`src/rtl/ecc256_pkg.sv`:
```
`timescale 1ns/1ps
package ecc256_pkg;
    localparam int BYTE_W    = 8;
    localparam int IDX_W     = 8;
    localparam int BLOCK_LEN = 1 << IDX_W;
    localparam int NUM_CP    = 2 * $clog2(BYTE_W);
    localparam int CODE_W    = 3 * BYTE_W;

    typedef struct packed {
        logic              allpar;
        logic [NUM_CP-1:0] cp;
    } colsum_t;

    // XOR of the data bits whose position has bit 'lvl' equal to 'upper'
    function automatic logic half_xor(input logic [BYTE_W-1:0] d,
                                      input int lvl, input bit upper);
        logic acc;
        acc = 1'b0;
        for (int b = 0; b < BYTE_W; b++) begin
            if (((b >> lvl) & 1) == int'(upper))
                acc = acc ^ d[b];
        end
        return acc;
    endfunction
endpackage

```
`src/rtl/ecc256_colpar.sv`:
```
`timescale 1ns/1ps
module ecc256_colpar
    import ecc256_pkg::*;
(
    input  logic [BYTE_W-1:0] d,
    output colsum_t           cs
);
    localparam int LEVELS = NUM_CP / 2;

    for (genvar g = 0; g < LEVELS; g++) begin : g_pair
        assign cs.cp[2*g]   = half_xor(d, g, 1'b0);
        assign cs.cp[2*g+1] = half_xor(d, g, 1'b1);
    end

    assign cs.allpar = ^d;
endmodule

```
`src/rtl/ecc256_accum.sv`:
```
`timescale 1ns/1ps
module ecc256_accum
    import ecc256_pkg::*;
(
    input  logic             clk,
    input  logic             rst,
    input  logic             clear,
    input  logic             take,
    input  colsum_t          cs_in,
    output colsum_t          col_nx,
    output logic [IDX_W-1:0] line_nx,
    output logic             last
);
    colsum_t          col_q;
    logic [IDX_W-1:0] line_q;
    logic [IDX_W-1:0] idx_q;
    colsum_t          col_base;
    logic [IDX_W-1:0] line_base;
    logic [IDX_W-1:0] idx_base;
    logic [IDX_W-1:0] idx_nx;

    always_comb begin
        col_base  = clear ? '0 : col_q;
        line_base = clear ? '0 : line_q;
        idx_base  = clear ? '0 : idx_q;
        col_nx    = take ? (col_base ^ cs_in) : col_base;
        line_nx   = (take && cs_in.allpar) ? (line_base ^ idx_base) : line_base;
        idx_nx    = take ? (idx_base + 1'b1) : idx_base;
        last      = take && (idx_base == IDX_W'(BLOCK_LEN - 1));
    end

    always_ff @(posedge clk) begin
        if (rst || last) begin
            col_q  <= '0;
            line_q <= '0;
            idx_q  <= '0;
        end else begin
            col_q  <= col_nx;
            line_q <= line_nx;
            idx_q  <= idx_nx;
        end
    end

    AST_IDLE_HOLD: assert property (@(posedge clk) disable iff (rst)
        (!take && !clear) |=> ($stable(idx_q) && $stable(col_q) && $stable(line_q)));
    AST_START_CLEAR: assert property (@(posedge clk) disable iff (rst)
        (clear && !take) |=> (idx_q == '0 && col_q == '0 && line_q == '0));
    AST_WRAP_FRESH: assert property (@(posedge clk) disable iff (rst)
        last |=> (idx_q == '0 && col_q == '0 && line_q == '0));
endmodule

```
`src/rtl/ecc256_pack.sv`:
```
`timescale 1ns/1ps
module ecc256_pack
    import ecc256_pkg::*;
(
    input  colsum_t           col,
    input  logic [IDX_W-1:0]  odd_line,
    output logic [CODE_W-1:0] code
);
    localparam int HALF = IDX_W / 2;

    logic [IDX_W-1:0]  even_line;
    logic [BYTE_W-1:0] hi_raw;
    logic [BYTE_W-1:0] lo_raw;

    assign even_line = col.allpar ? ~odd_line : odd_line;

    for (genvar j = 0; j < HALF; j++) begin : g_weave
        assign hi_raw[BYTE_W-1-2*j] = odd_line[IDX_W-1-j];
        assign hi_raw[BYTE_W-2-2*j] = even_line[IDX_W-1-j];
        assign lo_raw[BYTE_W-1-2*j] = odd_line[HALF-1-j];
        assign lo_raw[BYTE_W-2-2*j] = even_line[HALF-1-j];
    end

    assign code[BYTE_W-1:0]        = ~hi_raw;
    assign code[2*BYTE_W-1:BYTE_W] = ~lo_raw;
    assign code[CODE_W-1:2*BYTE_W] = {~col.cp, 2'b11};
endmodule

```
`src/rtl/ecc256_gen.sv`:
```
`timescale 1ns/1ps
module ecc256_gen
    import ecc256_pkg::*;
(
    input  logic              clk,
    input  logic              rst,
    input  logic              start,
    input  logic              in_valid,
    input  logic [BYTE_W-1:0] in_data,
    output logic              done,
    output logic [CODE_W-1:0] code
);
    colsum_t           cs_byte;
    colsum_t           col_nx;
    logic [IDX_W-1:0]  line_nx;
    logic              last;
    logic [CODE_W-1:0] code_nx;

    ecc256_colpar u_colpar (
        .d  (in_data),
        .cs (cs_byte)
    );

    ecc256_accum u_accum (
        .clk     (clk),
        .rst     (rst),
        .clear   (start),
        .take    (in_valid),
        .cs_in   (cs_byte),
        .col_nx  (col_nx),
        .line_nx (line_nx),
        .last    (last)
    );

    ecc256_pack u_pack (
        .col      (col_nx),
        .odd_line (line_nx),
        .code     (code_nx)
    );

    always_ff @(posedge clk) begin
        if (rst) begin
            done <= 1'b0;
            code <= '0;
        end else begin
            done <= last;
            if (last)
                code <= code_nx;
        end
    end

    AST_DONE_PULSE: assert property (@(posedge clk) disable iff (rst)
        done |=> !done);
    AST_CODE_HOLD: assert property (@(posedge clk) disable iff (rst)
        !done |-> $stable(code));
    AST_LOW_ONES: assert property (@(posedge clk) disable iff (rst)
        done |-> (code[17:16] == 2'b11));
    AST_VALID_BEFORE_DONE: assert property (@(posedge clk) disable iff (rst)
        done |-> $past(in_valid));
endmodule

```
`config.mk`:
```
export PLATFORM = sky130hd
export DESIGN_NAME = ecc256_gen
export DESIGN_NICKNAME = d
export VERILOG_FILES = /design/src/rtl/ecc256_pkg.sv /design/src/rtl/ecc256_colpar.sv /design/src/rtl/ecc256_accum.sv /design/src/rtl/ecc256_pack.sv /design/src/rtl/ecc256_gen.sv
export SDC_FILE = /design/constraint.sdc
export NUM_CORES = 1
export LEC_CHECK = 0
export ABC_CLOCK_PERIOD_IN_PS = 2700
export BUFFER_PORTS_ARGS = -buffer_cell sky130_fd_sc_hd__buf_2
export CORE_MARGIN = 5
export CORE_UTILIZATION = 50
export DETAILED_ROUTE_END_ITERATION = 12
export PLACE_DENSITY = 0.73
export SYNTH_ARGS = -nofsm -noshare
export SYNTH_HDL_FRONTEND = slang
export SYNTH_SLANG_ARGS = --single-unit
```
`constraint.sdc`:
```
create_clock -name clk -period 2.7 [get_ports clk]
set_input_delay 0.135 -clock clk [delete_from_list [all_inputs] [get_ports clk]]
set_output_delay 0.135 -clock clk [all_outputs]
set_load 0.01 [all_outputs]
```
==> impl_metrics.toml, run 1 <==
[status]
outcome = "finished, final reports clean"

[cts]
cts_hold_buf = 0
clkLatencyLatePin_ps = 300
clkSinkCount = 47
cts.path.max_buffers = 2
cts-root-buf = "clkbuf_8"
cts_resized = 0
cts-htree-levels = 2
cts_buffers = 5
clkSlewWorstSetupHoldPaths_ps = 80
postCtsSetupRepairBufs = 0
tritoncts = "yes"

[route]
highest_layer = "met4"
final_antenna_net_count = 0
drt-initial-drc-count = 96
num_vias = 1548
drc = 0
wire_per_inst_um = 13.6
vias_per_cell = 5.14
routed-wl-met3_um = 171
drt-met1-wl_mm = 2.05
firstDrtPassIters = 4
drt-total-wl_mm = 4.08
wl_met2_mm = 1.78

[worst_hold_path]
min_to = "code[6]"
hp-start = "rst"
hold_depth = 2
hp-class = "input pin to flip-flop"

[floorplan]
core_mm2 = 0.00400
dieArea_mm2 = 0.00548
initial_core_util_pct = 51.2
rows = 23
die_w_um = 74.0
io_pins = 37
die_h_um = 74.0

[final_layout]
diodes = 0
n_fill_cell = 361
nets = 264
area_delta_synth_final_pct = 13.7
multi_input_area_mm2 = 0.00103
finalNonFillerCells = 301
regArea_um2 = 941
drive_gt1_share_pct = 20.7

[sta]
fin_tns_setup_ps = 0
worst_pin_slew_ps = 573
rsz0062_at_grt = "no"
finalCriticalPeriod_ps = 1910
setup_viol = 0
hold_viol = 0
fmax_ghz = 0.522
maxSlewViolCount = 0
max_slew_margin_pct = 61.7
period_share_pct = 70.9
finClkSkew_ps = 3.37

[yosys]
synth_warnings = 0
ys_async_sr_fraction_pct = 0
synth_top_flop_cell = "dfxtp_1"
synth-seq-cells = 47
synth_fp_nets = 230
synth-seq-area-share_pct = 45.9
synth.distinct_cells = 26
syn_area_mm2 = 0.00205
avgSynthCellArea_um2 = 9.40
syn-instance-count = 218
synth-edff-count = 0

[global_routing]
grt.total_usage_pct = 16.7
grt-ovfl-total = 0
antenna_found_initial = 0
grt_max_degree = 21
first_global_vias = 1502
grt_pass1_wl_mm = 6.96

[placement]
gp_congestion = 0.800
hpwl_mm = 2.88
io_buffers = 36
placed_cells = 295

[pwr]
p_clk_share_pct = 29.8
irDropWorstVdd_uv = 228
p_per_area_mw_per_mm2 = 558
internal-power_uw = 960
p_sw_uw = 339
combPwrFrac_pct = 14.3
p_leak_nw = 0.904
switching_share_pct = 26.1
seq_power_share_pct = 55.8

[critical_path]
crit_family = "simple AND/OR/NAND/NOR gates"
regToRegSetupSlack_ps = 790
cp_slowest_cell = "dfxtp_1"
crit_chain = "nand4_2, nor3_2, nand2_1, nor2_1, nor2_1, buf_4, a22o_1"
required_ps = 2890
reg2reg_depth = 7
r2r_start = "u_accum.idx_q[1]"
worstSetupStartpoint = "u_accum.idx_q[1]"
worst_path_largest_cell_delay_ps = 430
reg2reg_to = "code[11]"
crit_buf_inv = 1
end_kind = "flip-flop"
critPathKind = "flip-flop to flip-flop"
startpoint_type = "flip-flop"
cpMostUsedCell = "nor2_1"
worst-path-max-fanout = 20
crit_arrival_ps = 2110

[flow_run]
drv_cap = 0
## stage by stage
stage | area [um2] | power [mW] | setup slack [ps] | utilization [%] | hold WS (ps)
5_1_grt | 2330 | 1.36 | 488 | 58.2 | 49.4
6_report | 2330 | 1.30 | 786 | 58.2 | 43.3
3_5_place_dp | 2260 | 0.928 | 798 | 56.4 | 354
4_1_cts | 2330 | 1.31 | 785 | 58.2 | 33.1
2_1_floorplan | 2050 | 0.884 | 1040 | - | 204
3_3_place_gp | 2260 | 0.924 | 870 | 56.4 | 356
## worst reg2reg max path, stage by stage (launching register included)
cell and delay [ps]:
dfxtp_1 430, nand4_2 210, nor3_2 270, nand2_1 140
nor2_1 160, nor2_1 130, buf_4 230, a22o_1 240
## kinds of logic after synthesis
family / after synthesis / synth area share (%)
AOI/OAI and AO/OA: 42 / 15.2
xor gates and xnor gates: 39 / 17.0
buffers and inverters: 16 / 3.73
DFF: 47 / 45.9
muxes: 3 / 1.47
and+or+nand+nor: 71 / 16.6
## synth_stat cells (2+ instances only)
| cell type | count | area share, % |
|---|---|---|
| nor3_2 | 2 | 0.98 |
| nand2b_1 | 5 | 1.5 |
| buf_2 | 4 | 0.98 |
| and2_1 | 5 | 1.5 |
| nor2b_1 | 5 | 1.5 |
| o21ai_0 | 5 | 1.2 |
| nand2_1 | 16 | 2.9 |
| or2_2 | 3 | 0.92 |
| mux2i_1 | 3 | 1.5 |
| inv_1 | 3 | 0.55 |
| clkbuf_1 | 7 | 1.3 |
| o221ai_1 | 6 | 2.6 |
| a21oi_1 | 10 | 2.4 |
| dfxtp_1 | 47 | 46 |
| o2bb2ai_1 | 10 | 4.3 |
| xnor2_1 | 29 | 12 |
| a22o_1 | 11 | 4.7 |
| nor2_1 | 30 | 5.5 |
| xor2_1 | 9 | 3.8 |
| or3_1 | 2 | 0.61 |
## layout by cell type, fill, tap and decap left out, drive strengths merged, types with 6 or more instances in the layout
master	n
nor2	30
nand2	16
o221ai	6
dfxtp	47
clkbuf	6
a22o	11
o2bb2ai	10
a21oi	10
xor2	10
xnor2	29
buf	40
## registers in the layout, indices dropped and copies added, names as in the netlist
register,cells
u_accum.idx_q,8
u_accum.col_q,7
done,1
code,23
u_accum.line_q,8
## metal layers
metal	track usage (%)	vias up
met2	25.8	22
met5	0	-
met1	22.2	725
met3	3.24	6
li1	-	795
met4	8.45	0
## power groups by stage
stage	sequential, mW	clock (mW)	combinational, mW
2_1_floorplan	0.731	0	0.153
3_3_place_gp	0.740	0	0.184
3_5_place_dp	0.741	0	0.186
4_1_cts	0.725	0.399	0.187
5_1_grt	0.728	0.423	0.207
6_report	0.726	0.388	0.186
## worst max path at each step
stage | endpoint | slack [ps] | depth (start not counted)
after global routing | code[8] | 490 | 7
after global placement | code[2] | 870 | 7
final | code[11] | 790 | 7
after CTS | code[11] | 780 | 7
after detailed placement | code[15] | 800 | 7
after floorplan | code[12] | 1040 | 7
## area by class of cell
cell class | instances | share of cell area [%]
multi-input combinational | 155 | 44.3
tap | 50 | 2.69
inverter | 3 | 0.484
clock buffer | 6 | 3.12
timing repair buffer | 40 | 9.03
sequential | 47 | 40.4
Note: power is estimated with default switching activity, not from simulation.
==> run 2: changes to the inputs <==
- ABC_CLOCK_PERIOD_IN_PS: 2700 -> 1880
- clock period: 2.7 -> 1.88 ns (I/O delays scaled with it)
==> run 2 against run 1 <==
  * Fmax grew 15%
  * Power grew 57%
  * Global-route usage grew 0.67 points
  * Sequential power grew 43%
  * Largest cell class unchanged
==> impl_metrics.toml, run 2 (synthesized netlist as in run 1, its figures left out) <==
[route]
final_antenna_net_count = 0
drt-total-wl_mm = 4.40
wire_per_inst_um = 14.1
num_vias = 1618
drt-initial-drc-count = 109
vias_per_cell = 5.19
drc = 0
firstDrtPassIters = 4

[critical_path]
reg2reg_to = "code[18]"
cp.depth = 7
crit_arrival_ps = 1840
worstSetupStartpoint = "u_accum.idx_q[2]"
crit_buf_inv = 1
crit_end = "code[18]"
crit_family = "simple AND/OR/NAND/NOR gates"
cp_slowest_cell = "dfxtp_1"
crit_chain = "nand4_2, nor3_2, nand2_1, nor2_1, nor2_2, buf_4, o2bb2ai_1"
critPathKind = "flip-flop to flip-flop"
worst_path_largest_cell_delay_ps = 370
worst-path-max-fanout = 15
r2r_start = "u_accum.idx_q[2]"
startpoint_type = "flip-flop"
end_kind = "flip-flop"
regToRegSetupSlack_ps = 220
required_ps = 2060
reg2reg_depth = 7

[sta]
worst_pin_slew_ps = 539
setup_viol = 0
hold_viol = 0
finalCriticalPeriod_ps = 1660
rsz0062_at_grt = "no"
fin_tns_setup_ps = 0
max_slew_margin_pct = 64.0
finClkSkew_ps = 16.0
period_share_pct = 88.5
setup_slack_ps = 217
fmax_ghz = 0.601
maxSlewViolCount = 0

[cts]
cts-root-buf = "clkbuf_8"
cts-htree-levels = 2
cts.path.max_buffers = 2
cts_buffers = 5
clkLatencyLatePin_ps = 310
tritoncts = "yes"
clkSlewWorstSetupHoldPaths_ps = 90
clkSinkCount = 47
postCtsSetupRepairBufs = 0

[flow_run]
drv_cap = 0

[placement]
dp_worst_setup_slack_ps = 61.6
hpwl_mm = 3.16
gp_congestion = 0.878
placed_cells = 304
io_buffers = 36

[final_layout]
largestRegisters = "code (23), u_accum.idx_q (8), u_accum.line_q (8)"
finalNonFillerCells = 312
nets = 274
regArea_um2 = 941
largest_register = "code"
most-common-layout-cells = "47 x dfxtp_1, 36 x buf_2, 29 x nor2_1, 29 x xnor2_1, 16 x nand2_1"
mostFrequentLayoutCell = "dfxtp_1"
n_fill_cell = 364
multi_input_area_mm2 = 0.00103
drive_gt1_share_pct = 24.4
area_delta_synth_final_pct = 19.2
largest_register_ffs = 23
utilization_pct = 61.1
diodes = 0

[pwr]
p_leak_nw = 0.966
irDropWorstVdd_uv = 442
p_per_area_mw_per_mm2 = 838

[global_routing]
grt.total_usage_pct = 17.3
grt-ovfl-total = 0
antenna_found_initial = 0
grt_pass1_wl_mm = 7.18
grt_max_degree = 19
first_global_vias = 1529

[floorplan]
dieArea_mm2 = 0.00548
initial_core_util_pct = 51.2
rows = 23
die_h_um = 74.0
die_w_um = 74.0
io_pins = 37
core_mm2 = 0.00400

[worst_hold_path]
hp-class = "input pin to flip-flop"

[status]
outcome = "finished, final reports clean"
==> run 2: cell types whose count changed in the layout (fill, tap and decap cells not counted), sizes merged <==
cell         change
buf              +9
clkbuf           -1
dlygate4sd3      +1
clkinvlp         +1
bufinv           +1
==> run 2: timing repair <==
| item | CTS | global route |
|---|---|---|
| resized for setup | 1 | 0 |
| endpoints found under the hold margin | 1 | 0 |
| setup endpoints to repair | 1 | 0 |
| hold buffers | 1 | 0 |
==> run 2: worst min path at each step <==
stage,startpoint,end,slack [ps],depth (start not counted)
floorplan,rst,code[6],160,1
global placement,rst,code[6],320,2
detailed placement,rst,code[6],310,2
CTS,start,code[6],150,4
global route,start,code[6],150,4
finish,start,code[6],150,4
==> run 2: cell type report <==
cell class / count / area share [%]
inverter: 3 / 0.461
clock inverter: 2 / 1.54
clock buffer: 5 / 2.82
timing repair buffer: 50 / 11.8
multi-input combinational: 155 / 42.3
tap: 50 / 2.56
sequential: 47 / 38.5
==> run 2: through the flow <==
step	total power [mW]	hold WS [ps]	cell area, um2
3_3_place_gp	1.34	315	2320
6_report	2.05	152	2440
4_1_cts	2.06	148	2440
3_5_place_dp	1.35	314	2320
2_1_floorplan	1.27	163	2050
5_1_grt	2.12	154	2440
==> run 2: report_power, final <==
group	switching (mW)	internal [mW]	total, mW
clock	0.334	0.389	0.723
sequential	0.0225	1.02	1.04
combinational	0.158	0.126	0.285
==> run 2: worst register-to-register path, delay by kind of cell, from the launching register on <==
family | cells | cell delay [ps]
AO/OA/AOI/OAI | 1 | 140
AND/OR/NAND/NOR | 5 | 800
buffers and inverters | 1 | 220
flip-flops | 1 | 370
==> run 2: layer usage <==
metal / share of wire, % / wire (um) / track usage [%]
met1: 45 / 1990 / 22.4
met2: 48 / 2090 / 28.7
met3: 6.0 / 266 / 4.59
met4: 1.2 / 53 / 4.83
met5: 0 / 0 / 0
==> run 3: changes to the inputs <==
- BUFFER_PORTS_ARGS: -buffer_cell sky130_fd_sc_hd__buf_2 -> not set
- DONT_BUFFER_PORTS: not set -> 1
- GPL_TIMING_DRIVEN: not set -> 0
- PLACE_DENSITY: 0.73 -> not set
==> run 3 against run 2 <==
  * Via count fell by 7.0%
  * Non-clock buffer count down 36
  * Register-to-register slack worse by 50 ps
  * Clock-buffer cell count up 3
  * Die area did not move
  * Sequential cell count stayed put
  * Critical path depth is 1 lower
  * Hold slack lost 80 ps
  * Sequential share of layout area rose by 3.5 points
  * First-iteration DRC count shrank 4.6%
  * Critical path type unchanged
  * Critical endpoint is now code[9]
==> impl_metrics.toml, run 3 (synthesized netlist as in run 1, its figures left out) <==
[status]
outcome = "finished, final reports clean"

[pwr]
seq_power_share_pct = 52.5
p_sw_uw = 497
p_clk_share_pct = 33.3
internal-power_mw = 1.47
switching_share_pct = 25.3
p_leak_nw = 0.784
p_per_area_mw_per_mm2 = 875
irDropWorstVdd_uv = 329
combPwrFrac_pct = 14.3
power_mw = 1.97

[sta]
worst_pin_slew_ps = 510
fmax_ghz = 0.585
finClkSkew_ps = 3.76
rsz0062_at_grt = "no"
period_share_pct = 90.9
hold_viol = 0
setup_viol = 0
finalCriticalPeriod_ps = 1710
max_slew_margin_pct = 66.0
maxSlewViolCount = 0

[critical_path]
required_ps = 2110
regToRegSetupSlack_ps = 170
reg2reg_depth = 6
critPathKind = "flip-flop to flip-flop"
startpoint_type = "flip-flop"
crit_arrival_ps = 1940
end_kind = "flip-flop"
worst-path-max-fanout = 10
worstSetupStartpoint = "u_accum.idx_q[1]"
r2r_start = "u_accum.idx_q[1]"
reg2reg_to = "code[9]"

[global_routing]
grt_pass1_wl_mm = 7.42
grt.total_usage_pct = 18.1
grt-ovfl-total = 0
grt_max_degree = 14
first_global_vias = 1521
antenna_found_initial = 0

[floorplan]
die_h_um = 74.0
rows = 23
core_mm2 = 0.00400
die_w_um = 74.0
dieArea_mm2 = 0.00548
initial_core_util_pct = 51.2
io_pins = 37

[cts]
cts_buffers = 5
clkSinkCount = 47
cts.path.max_buffers = 2
cts-root-buf = "clkbuf_8"
postCtsSetupRepairBufs = 0
cts-htree-levels = 2
clkSlewWorstSetupHoldPaths_ps = 80
clkLatencyLatePin_ps = 300
tritoncts = "yes"

[route]
firstDrtPassIters = 4
wire_per_inst_um = 15.6
drc = 0
final_antenna_net_count = 0
drt-total-wl_mm = 4.31
num_vias = 1504
vias_per_cell = 5.43
drt-initial-drc-count = 104

[final_layout]
diodes = 0
largest_register = "code"
largestRegisters = "code (23), u_accum.idx_q (8), u_accum.line_q (8)"
mostFrequentLayoutCell = "dfxtp_1"
finalNonFillerCells = 277
largest_register_ffs = 23
multi_input_area_mm2 = 0.00105
regArea_um2 = 945
most-common-layout-cells = "44 x dfxtp_1, 29 x xnor2_1, 28 x nor2_1, 16 x nand2_1, 11 x a22o_1"
area_delta_synth_final_pct = 9.77
nets = 238
design_area_mm2 = 0.00225
drive_gt1_share_pct = 11.5
n_fill_cell = 363
utilization_pct = 56.2

[placement]
hpwl_mm = 3.09
place_area_mm2 = 0.00211
io_buffers = 0
gp_congestion = 0.832
placed_cells = 268

[worst_hold_path]
hp-class = "input pin to flip-flop"
hold_depth = 3
min_to = "u_accum.idx_q[1]"
hp-start = "in_valid"

[flow_run]
drv_cap = 0
[run 3: cell types whose count changed in the layout (fill, tap and decap cells not counted), sizes merged]
cell,previous run,this run
buf,49,7
clkinvlp,1,0
clkbuf,5,14
bufinv,1,0
[run 3: power by group through the flow]
stage	logic [mW]	clock network (mW)	registers, mW
floorplan	0.220	0	1.05
global placement	0.275	0	1.05
detailed placement	0.279	0	1.05
CTS	0.283	0.683	1.03
global route	0.316	0.725	1.04
finish	0.280	0.654	1.03
[run 3: what timing repair did]
item,in CTS,in global routing
hold buffers,1,0
endpoints found under the hold margin,5,0
setup endpoints to repair,20,20
resized for setup,5,6
[run 3: how the worst max path moves through the flow]
| stage | end | cells past startpoint | slack, ps |
|---|---|---|---|
| floorplan | code[12] | 7 | 220 |
| global placement | code[4] | 7 | -100 |
| detailed placement | code[9] | 7 | -160 |
| CTS | code[13] | 7 | 40 |
| global route | code[9] | 6 | 10 |
| finish | code[9] | 6 | 170 |
[run 3: layout make-up]
| cell class | instances | share of cell area [%] |
|---|---|---|
| Clock buffer | 8 | 4.45 |
| Timing Repair Buffer | 1 | 0.445 |
| Sequential cell | 47 | 42.0 |
| Multi-Input combinational cell | 155 | 46.7 |
| Inverter | 3 | 0.501 |
| Buffer | 13 | 3.06 |
| Tap cell | 50 | 2.78 |
[run 3: per-stage QoR]
step	setup WS (ps)	TNS (ps)	hold WS [ps]
detailed placement	-159	-1770	171
global route	11.3	0	81.9
finish	171	0	72.1
global placement	-105	-1280	168
floorplan	217	0	163
CTS	36.5	0	61.3
[run 3: metal layers]
layer | up-vias | share of wire (%) | GRT usage [%] | wire length [um]
met1 | 708 | 44 | 22.4 | 1890
met5 | - | 0 | 0 | 0
li1 | 748 | - | - | -
met2 | 40 | 47 | 29.0 | 2030
met3 | 8 | 7.5 | 6.62 | 324
met4 | 0 | 1.6 | 6.64 | 69
[run 3: worst max-delay path: stages (launching register included)]
cell and delay [ps]:
dfxtp_2 400, nand4_4 160, nor3_4 230, nand2_1 130, or2_2 320, buf_2 200
o2bb2ai_1 180
